--- src/rtl/pwm_pkg.sv ---
package pwm_pkg;
    localparam int DSEL_W = 3;
    localparam int DIV_W  = 5;
    localparam int ADDR_W = 3;

    typedef enum logic [ADDR_W-1:0] {
        A_CTRL    = 3'd0,
        A_CLKCFG  = 3'd1,
        A_PERIOD  = 3'd2,
        A_COMPARE = 3'd3,
        A_COUNT   = 3'd4,
        A_FLAGS   = 3'd5
    } reg_addr_e;

    // bit7 .. bit0 of CTRL
    typedef struct packed {
        logic oe;
        logic trig_en;
        logic ptype;
        logic center;
        logic auto_rl;
        logic inv;
        logic pinv;
        logic en;
    } ctrl_t;

    // bit2 .. bit0 of FLAGS
    typedef struct packed {
        logic trig;
        logic duty;
        logic period;
    } evt_t;

    function automatic logic [DIV_W-1:0] div_from_sel(input logic [DSEL_W-1:0] sel);
        case (sel)
            3'b000:  return DIV_W'(2);
            3'b001:  return DIV_W'(4);
            3'b010:  return DIV_W'(8);
            3'b011:  return DIV_W'(16);
            default: return DIV_W'(1);
        endcase
    endfunction
endpackage

--- src/rtl/pwm_clkdiv.sv ---
module pwm_clkdiv
    import pwm_pkg::*;
#(
    parameter int PRE_W = 8
) (
    input  logic              clk,
    input  logic              rst,
    input  logic              restart,
    input  logic              run,
    input  logic [PRE_W-1:0]  presc,
    input  logic [DSEL_W-1:0] dsel,
    output logic              tick
);
    logic [PRE_W-1:0] pre_cnt;
    logic [DIV_W-1:0] div_cnt;
    logic [DIV_W-1:0] div_last;
    logic             pre_wrap;
    logic             div_wrap;

    assign div_last = div_from_sel(dsel) - DIV_W'(1);
    assign pre_wrap = (pre_cnt == presc);
    assign div_wrap = (div_cnt >= div_last);
    assign tick     = run && pre_wrap && div_wrap;

    always_ff @(posedge clk) begin
        if (rst || restart) begin
            pre_cnt <= '0;
            div_cnt <= '0;
        end else if (run) begin
            if (pre_wrap) begin
                pre_cnt <= '0;
                div_cnt <= div_wrap ? '0 : div_cnt + DIV_W'(1);
            end else begin
                pre_cnt <= pre_cnt + PRE_W'(1);
            end
        end
    end
endmodule

--- src/rtl/pwm_regs.sv ---
module pwm_regs
    import pwm_pkg::*;
#(
    parameter int CNT_W = 16,
    parameter int PRE_W = 8
) (
    input  logic              clk,
    input  logic              rst,
    input  logic              wr_en,
    input  logic [ADDR_W-1:0] wr_addr,
    input  logic [CNT_W-1:0]  wr_data,
    input  logic [ADDR_W-1:0] rd_addr,
    output logic [CNT_W-1:0]  rd_data,
    input  evt_t              evt,
    input  logic [CNT_W-1:0]  cnt,
    input  logic              halted,
    output ctrl_t             ctrl,
    output logic [PRE_W-1:0]  presc,
    output logic [DSEL_W-1:0] dsel,
    output logic [CNT_W-1:0]  period_reg,
    output logic [CNT_W-1:0]  cmp_reg,
    output evt_t              flags,
    output logic              start
);
    localparam int CTRL_W = $bits(ctrl_t);
    localparam int FLG_W  = $bits(evt_t);
    localparam int CLK_W  = PRE_W + DSEL_W;

    logic             wr_ctrl, wr_clk, wr_per, wr_cmp, wr_flg;
    ctrl_t            ctrl_new;
    logic             mode_flip;
    logic [FLG_W-1:0] flags_q;
    logic [FLG_W-1:0] clr_mask;
    logic             unused_wdata;

    assign unused_wdata = ^wr_data;

    assign wr_ctrl  = wr_en && (wr_addr == A_CTRL);
    assign wr_clk   = wr_en && (wr_addr == A_CLKCFG);
    assign wr_per   = wr_en && (wr_addr == A_PERIOD);
    assign wr_cmp   = wr_en && (wr_addr == A_COMPARE);
    assign wr_flg   = wr_en && (wr_addr == A_FLAGS);

    assign ctrl_new  = ctrl_t'(wr_data[CTRL_W-1:0]);
    assign mode_flip = wr_ctrl && (ctrl_new.auto_rl != ctrl.auto_rl);
    assign start     = wr_ctrl && ctrl_new.en && (!ctrl.en || halted);
    assign clr_mask  = wr_flg ? wr_data[FLG_W-1:0] : '0;
    assign flags     = evt_t'(flags_q);

    always_ff @(posedge clk) begin
        if (rst) begin
            ctrl       <= '0;
            presc      <= '0;
            dsel       <= '0;
            period_reg <= '0;
            cmp_reg    <= '0;
            flags_q    <= '0;
        end else begin
            if (wr_ctrl) ctrl <= ctrl_new;
            if (wr_clk) begin
                presc <= wr_data[PRE_W-1:0];
                dsel  <= wr_data[CLK_W-1:PRE_W];
            end
            if (mode_flip) begin
                period_reg <= '0;
                cmp_reg    <= '0;
            end else begin
                if (wr_per) period_reg <= wr_data;
                if (wr_cmp) cmp_reg    <= wr_data;
            end
            flags_q <= (flags_q & ~clr_mask) | FLG_W'(evt);
        end
    end

    always_comb begin
        rd_data = '0;
        case (rd_addr)
            A_CTRL:    rd_data = CNT_W'(ctrl);
            A_CLKCFG:  rd_data = CNT_W'({dsel, presc});
            A_PERIOD:  rd_data = period_reg;
            A_COMPARE: rd_data = cmp_reg;
            A_COUNT:   rd_data = cnt;
            A_FLAGS:   rd_data = CNT_W'(flags_q);
            default:   rd_data = '0;
        endcase
    end

    AST_MODE_CLEAR: assert property (@(posedge clk) disable iff (rst)
        (wr_ctrl && (ctrl_new.auto_rl != ctrl.auto_rl)) |=> (period_reg == '0 && cmp_reg == '0));

    AST_FLAG_W1C: assert property (@(posedge clk) disable iff (rst)
        (wr_flg && wr_data[0] && !evt.period) |=> !flags.period);
endmodule

--- src/rtl/pwm_core.sv ---
module pwm_core
    import pwm_pkg::*;
#(
    parameter int CNT_W = 16
) (
    input  logic             clk,
    input  logic             rst,
    input  logic             start,
    input  logic             tick,
    input  ctrl_t            ctrl,
    input  logic [CNT_W-1:0] period_reg,
    input  logic [CNT_W-1:0] cmp_reg,
    output logic [CNT_W-1:0] cnt,
    output logic             halted,
    output logic             running,
    output evt_t             evt,
    output logic             pwm_out
);
    logic [CNT_W-1:0] per_sh;
    logic [CNT_W-1:0] cmp_sh;
    logic             dir_up;
    logic             at_zero_dn;
    logic             at_top_up;
    logic             underflow;
    logic             top_turn;
    logic             raw;
    logic             inv_stage;
    logic             pol_stage;

    assign running    = ctrl.en && !halted;
    assign at_zero_dn = !dir_up && (cnt == '0);
    assign at_top_up  = dir_up && (cnt >= per_sh);
    assign underflow  = tick && at_zero_dn;
    assign top_turn   = tick && ctrl.center && at_top_up;

    always_comb begin
        evt.period = ctrl.center && ctrl.ptype ? top_turn : underflow;
        evt.trig   = top_turn && ctrl.trig_en;
        evt.duty   = tick && !dir_up && (cnt == cmp_sh) &&
                     (ctrl.center || (cmp_sh != per_sh));
    end

    always_ff @(posedge clk) begin
        if (rst) begin
            cnt    <= '0;
            per_sh <= '0;
            cmp_sh <= '0;
            dir_up <= 1'b0;
            halted <= 1'b0;
        end else if (start) begin
            cnt    <= period_reg;
            per_sh <= period_reg;
            cmp_sh <= cmp_reg;
            dir_up <= 1'b0;
            halted <= 1'b0;
        end else if (tick) begin
            if (at_zero_dn) begin
                per_sh <= period_reg;
                cmp_sh <= cmp_reg;
                if (!ctrl.auto_rl) begin
                    halted <= 1'b1;
                end else if (ctrl.center) begin
                    if (period_reg != '0) begin
                        dir_up <= 1'b1;
                        cnt    <= CNT_W'(1);
                    end
                end else begin
                    cnt <= period_reg;
                end
            end else if (dir_up) begin
                if (at_top_up) begin
                    dir_up <= 1'b0;
                    cnt    <= cnt - CNT_W'(1);
                end else begin
                    cnt <= cnt + CNT_W'(1);
                end
            end else begin
                cnt <= cnt - CNT_W'(1);
            end
        end
    end

    assign raw       = (per_sh == '0) || (cnt > cmp_sh);
    assign inv_stage = raw ^ ctrl.inv;
    assign pol_stage = inv_stage ^ ctrl.pinv;
    assign pwm_out   = ctrl.oe && pol_stage;

    AST_DOWN_STEP: assert property (@(posedge clk) disable iff (rst)
        (tick && !dir_up && (cnt != '0) && !start) |=> (cnt == $past(cnt) - CNT_W'(1)));

    AST_ONESHOT_HOLD: assert property (@(posedge clk) disable iff (rst)
        (halted && !start) |=> (cnt == $past(cnt)));
endmodule

--- src/rtl/pwm_timer_chan.sv ---
module pwm_timer_chan
    import pwm_pkg::*;
#(
    parameter int CNT_W = 16,
    parameter int PRE_W = 8
) (
    input  logic              clk,
    input  logic              rst,
    input  logic              wr_en,
    input  logic [ADDR_W-1:0] wr_addr,
    input  logic [CNT_W-1:0]  wr_data,
    input  logic [ADDR_W-1:0] rd_addr,
    output logic [CNT_W-1:0]  rd_data,
    output logic              pwm_out,
    output logic              period_flag,
    output logic              duty_flag,
    output logic              trig_flag
);
    ctrl_t             ctrl;
    evt_t              evt;
    evt_t              flags;
    logic [PRE_W-1:0]  presc;
    logic [DSEL_W-1:0] dsel;
    logic [CNT_W-1:0]  period_reg;
    logic [CNT_W-1:0]  cmp_reg;
    logic [CNT_W-1:0]  cnt;
    logic              halted;
    logic              running;
    logic              start;
    logic              tick;

    pwm_regs #(.CNT_W(CNT_W), .PRE_W(PRE_W)) i_regs (
        .clk(clk), .rst(rst),
        .wr_en(wr_en), .wr_addr(wr_addr), .wr_data(wr_data),
        .rd_addr(rd_addr), .rd_data(rd_data),
        .evt(evt), .cnt(cnt), .halted(halted),
        .ctrl(ctrl), .presc(presc), .dsel(dsel),
        .period_reg(period_reg), .cmp_reg(cmp_reg),
        .flags(flags), .start(start)
    );

    pwm_clkdiv #(.PRE_W(PRE_W)) i_clkdiv (
        .clk(clk), .rst(rst), .restart(start), .run(running),
        .presc(presc), .dsel(dsel), .tick(tick)
    );

    pwm_core #(.CNT_W(CNT_W)) i_core (
        .clk(clk), .rst(rst), .start(start), .tick(tick),
        .ctrl(ctrl), .period_reg(period_reg), .cmp_reg(cmp_reg),
        .cnt(cnt), .halted(halted), .running(running),
        .evt(evt), .pwm_out(pwm_out)
    );

    assign period_flag = flags.period;
    assign duty_flag   = flags.duty;
    assign trig_flag   = flags.trig;

    AST_TRIG_CENTER: assert property (@(posedge clk) disable iff (rst)
        $rose(trig_flag) |-> $past(ctrl.center));
endmodule

--- config.mk ---
export PLATFORM = sky130hd
export DESIGN_NAME = pwm_timer_chan
export DESIGN_NICKNAME = d
export VERILOG_FILES = /design/src/rtl/pwm_pkg.sv /design/src/rtl/pwm_clkdiv.sv /design/src/rtl/pwm_regs.sv /design/src/rtl/pwm_core.sv /design/src/rtl/pwm_timer_chan.sv
export SDC_FILE = /design/constraint.sdc
export NUM_CORES = 1
export LEC_CHECK = 0
export CAP_MARGIN = 10
export CELL_PAD_IN_SITES_DETAIL_PLACEMENT = 0
export CELL_PAD_IN_SITES_GLOBAL_PLACEMENT = 1
export CORE_ASPECT_RATIO = 1.1
export CORE_MARGIN = 10
export CORE_UTILIZATION = 46
export CTS_CLUSTER_DIAMETER = 200
export DETAILED_ROUTE_END_ITERATION = 16
export PLACE_DENSITY = 0.83
export SLEW_MARGIN = 30
export SYNTH_ARGS = -nofsm -noshare
export SYNTH_HDL_FRONTEND = slang
export SYNTH_HIERARCHICAL = 1
export SYNTH_SLANG_ARGS = --single-unit
--- constraint.sdc ---
create_clock -name clk -period 3.8 [get_ports clk]
set_clock_uncertainty 0.15 [all_clocks]
set_input_delay 0.76 -clock clk [delete_from_list [all_inputs] [get_ports clk]]
set_output_delay 0.76 -clock clk [all_outputs]
set_load 0.02 [all_outputs]
==> run_results.csv <==
group,metric,value,unit
critical_path,crit_path_cell_trace,"clkdlybuf4s50_1 > buf_12 > nor2b_1 > a22oi_1 > o2bb2ai_1 > clkdlybuf4s50_1",
sta,worst_slew_pin_slew,0.886,ns
critical_path,cp_max_fo,22,
routing,drtPass1Iterations,5,
layout,final_nets,1007,
place,routabilityCongestion,0.941,
global_route,global_router_s_overall_resource_usage,22.0,%
layout,multiInputGateArea,4470,sq um
synthesis,synthesis.instances,877,
outcome,outcome,"completed",
clock_tree,cts_post_setup_buffers_inserted,0,
die,fp.coreArea,15600,sq um
critical_path,critical_path_cell_with_the_highest_stage_delay,"clkdlybuf4s50_1",
synthesis,synth_flop_cell,"dfxtp_1",
sta,final-hold-violation-count,0,
power_and_ir_drop,ir_drop_worst_vdd,0.235,mV
global_route,top_usage_layer,"met2",
routing,detail_route.wl_per_cell,20.6,microns
critical_path,worstPathArrival,2.80,ns
sta,period_minus_slack,3.71,ns
routing,vias,6804,
critical_path,timing.critical_path.max_delay_family,"buffers and inverters",
routing,routed_wl,23800,microns
layout,n_fill_cell,1522,
synthesis,synth-edff-count,0,
layout,postLayoutCellArea,8620,sq um
die,placement_rows,48,
synthesis,synthArstFlopShare,0,%
place,port_buffers,44,
synthesis,ys_warn_count,6,
synthesis,syn_nets,944,
clock_tree,cts_tree,"done",
global_route,antenna_found_initial,0,
die,dieHeight,152,microns
sta,fin_crit_sh,97.7,%
synthesis,number_of_library_cell_types_mapped_by_synthesis,79,
critical_path,critical_path_capture_point_type,"output port",
sta,timing.setup.tns,0,ns
global_route,grt_first_pass_wirelength,36500,microns
die,ios,45,
power_and_ir_drop,final_total_power,3.18,mW
global_route,groute.layer.met1.usage,28.0,%
die,initial_utilization,46.5,%
clock_tree,clock_insertion_delay_worst_skew,0.42,ns
place,dpl.hpwl,17600,microns
synthesis,synth_largest_area_cell,"dfxtp_1",
synthesis,post-synth-top-area-fraction,32.3,%
layout,area.growth.synth_to_final,18.9,%
clock_tree,cts_made_buffers,17,
synthesis,synth_area,7260,sq um
clock_tree,cts-root-to-sink-buffers,2,
global_route,grt_util_met2,34.6,%
routing,initial_drc_count,588,
global_route,globalRoute.totalOverflow,0,
clock_tree,ctsHtreeMaxLevel,4,
synthesis,post_synth.cell_area_avg,8.27,sq um
sta,hold_ws,0.324,ns
layout,insertedDiodeCount,0,
global_route,grt_pass1_vias,6384,
die,fp.dieArea,21200,sq um
layout,register_area,2340,sq um
sta,setup_viol,0,
clock_tree,cts_hold_buf,0,
critical_path,crit-reg2reg-launch,"i_core/cnt[9]",
global_route,use_met3,4.80,%
critical_path,path_common_cell,"clkdlybuf4s50_1",
clock_tree,cts.sinks,117,
synthesis,synth.yosys.seq_area_share,32.3,%
worst_hold_path,hp-class,"reg -> reg",
synthesis,synth.ff_latch_count,117,
global_route,grt_start_max_net_pins,57,
critical_path,criticalPathCategory,"in -> out",
critical_path,setup.worst_path.start_class,"input port",
routing,route.antenna.remaining_nets,0,
worst_hold_path,holdCritStartpoint,"i_regs/cmp_reg[14]",
clock_tree,cts_root_buffer,"clkbuf_16",
synthesis,synthTopCellsByArea,"dfxtp_1 (32%), mux2i_1 (7.9%), nand2_1 (7.4%)",
critical_path,path_buf_inv,3,
critical_path,critical_path_startpoint,"rd_addr[1]",
power_and_ir_drop,powerDensity,368,nW/um^2
critical_path,critical-path-max-stage-delay,0.67,ns
sta,maxClockFrequency,269,MHz
die,overall_die_width,140,microns
place,dpl-instance-area,8030,sq um
sta,final-max-slew-violation-count,0,
sta,slew_headroom,40.6,%
clock_tree,cts.reportedPaths.clkPinSlew,0.06,ns
layout,final_layout_size_suffix_gt1_share,13.0,%
power_and_ir_drop,power.leakage,3.63,nW
routing,drc_errors,0,
flow_run,maxCapViolCount,0,
critical_path,critPathRequiredTime,2.89,ns
routing,avgViaCountPerCell,5.90,
power breakdown:
| group | switching, mW | total, mW | leakage, nW | internal [mW] |
|---|---|---|---|---|
| Combinational | 0.204 | 0.345 | 2.41 | 0.140 |
| Clock | 0.649 | 1.57 | 0.279 | 0.917 |
| Sequential | 0.0231 | 1.26 | 0.944 | 1.24 |
per-stage QoR:
step	setup slack, ns	util (%)	instances
2_1_floorplan	0.792	-	877
3_3_place_gp	0.0947	51.4	1121
3_5_place_dp	0.0736	51.4	1121
4_1_cts	0.0855	55.1	1153
5_1_grt	-0.0123	55.2	1153
6_report	0.0891	55.2	1153
synthesized netlist by cell type (4+ instances only):
library cell    n
buf_2          17
a22oi_1         4
a211oi_1        4
and3_1          7
a32o_1          4
o21a_1          5
mux2i_1        57
dfxtp_1       117
ha_1           42
a21oi_1        77
a21o_1          4
nor4b_1         4
o31ai_1         5
and2_1          4
inv_1          46
xnor2_1        12
or3_1           5
nor2b_1         7
nor2_1         75
mux2_2         13
nand4_1        10
nand2_1       144
xor2_1         21
o21ai_0        21
a221oi_1        9
nor4_1         20
o211ai_1        6
buf_6          10
clkbuf_1       12
nand3_1        15
o2bb2ai_1       9
nand2b_1        4
nor3_1         16
timing repair:
item,4_1_cts,5_1_grt
gates cloned,0,0
gates resized for setup,2,3
endpoints found under the setup margin,1,2
worst min-delay path, stage by stage, from the launching register on:
cell	delay (ns)
dfxtp_1	0.32
nand2_1	0.06
a21oi_1	0.05
final timing paths:
check	to	slack, ns	depth (start not counted)
max	rd_data[9]	0.09	6
min	i_regs/cmp_reg[14]	0.32	2
min reg2reg	i_regs/cmp_reg[14]	0.32	2
max reg2reg	i_core/cnt[15]	0.34	8
layout make-up:
class                           count  area share, %
Clock inverter                     14           1.64
Tap cell                          200           2.90
Multi-Input combinational cell    667           51.9
Inverter                           46           2.00
Timing Repair Buffer               91           9.44
Clock buffer                       18           4.98
Sequential cell                   117           27.2
layer usage:
layer | share of wire (%) | wire length (microns) | up-vias
met5 | 0 | 0 | -
met4 | 3.7 | 887 | 0
met3 | 6.7 | 1590 | 57
met2 | 45 | 10700 | 248
met1 | 44 | 10600 | 3247
li1 | - | - | 3252
cell families (layout without fill, tap and decap cells):
kind of cell	Yosys count	after routing	synth area share, %
xor gates and xnor gates	34	34	4.21
buffers and inverters	93	169	6.48
DFF	117	117	32.3
and+or+nand+nor	342	342	23.0
muxes	72	72	10.5
adders and majority gates	42	42	7.24
AOI/OAI and AO/OA	176	176	16.3
other	1	1	0.0517
layout by cell type (no fill, tap or decap), types with 41 or more instances in the layout:
| cell | count |
|---|---|
| a21oi_1 | 76 |
| buf_4 | 45 |
| clkdlybuf4s50_1 | 41 |
| dfxtp_1 | 117 |
| ha_1 | 42 |
| inv_1 | 46 |
| mux2i_1 | 57 |
| nand2_1 | 144 |
| nor2_1 | 75 |
Note: power is estimated with default switching activity, not from simulation.
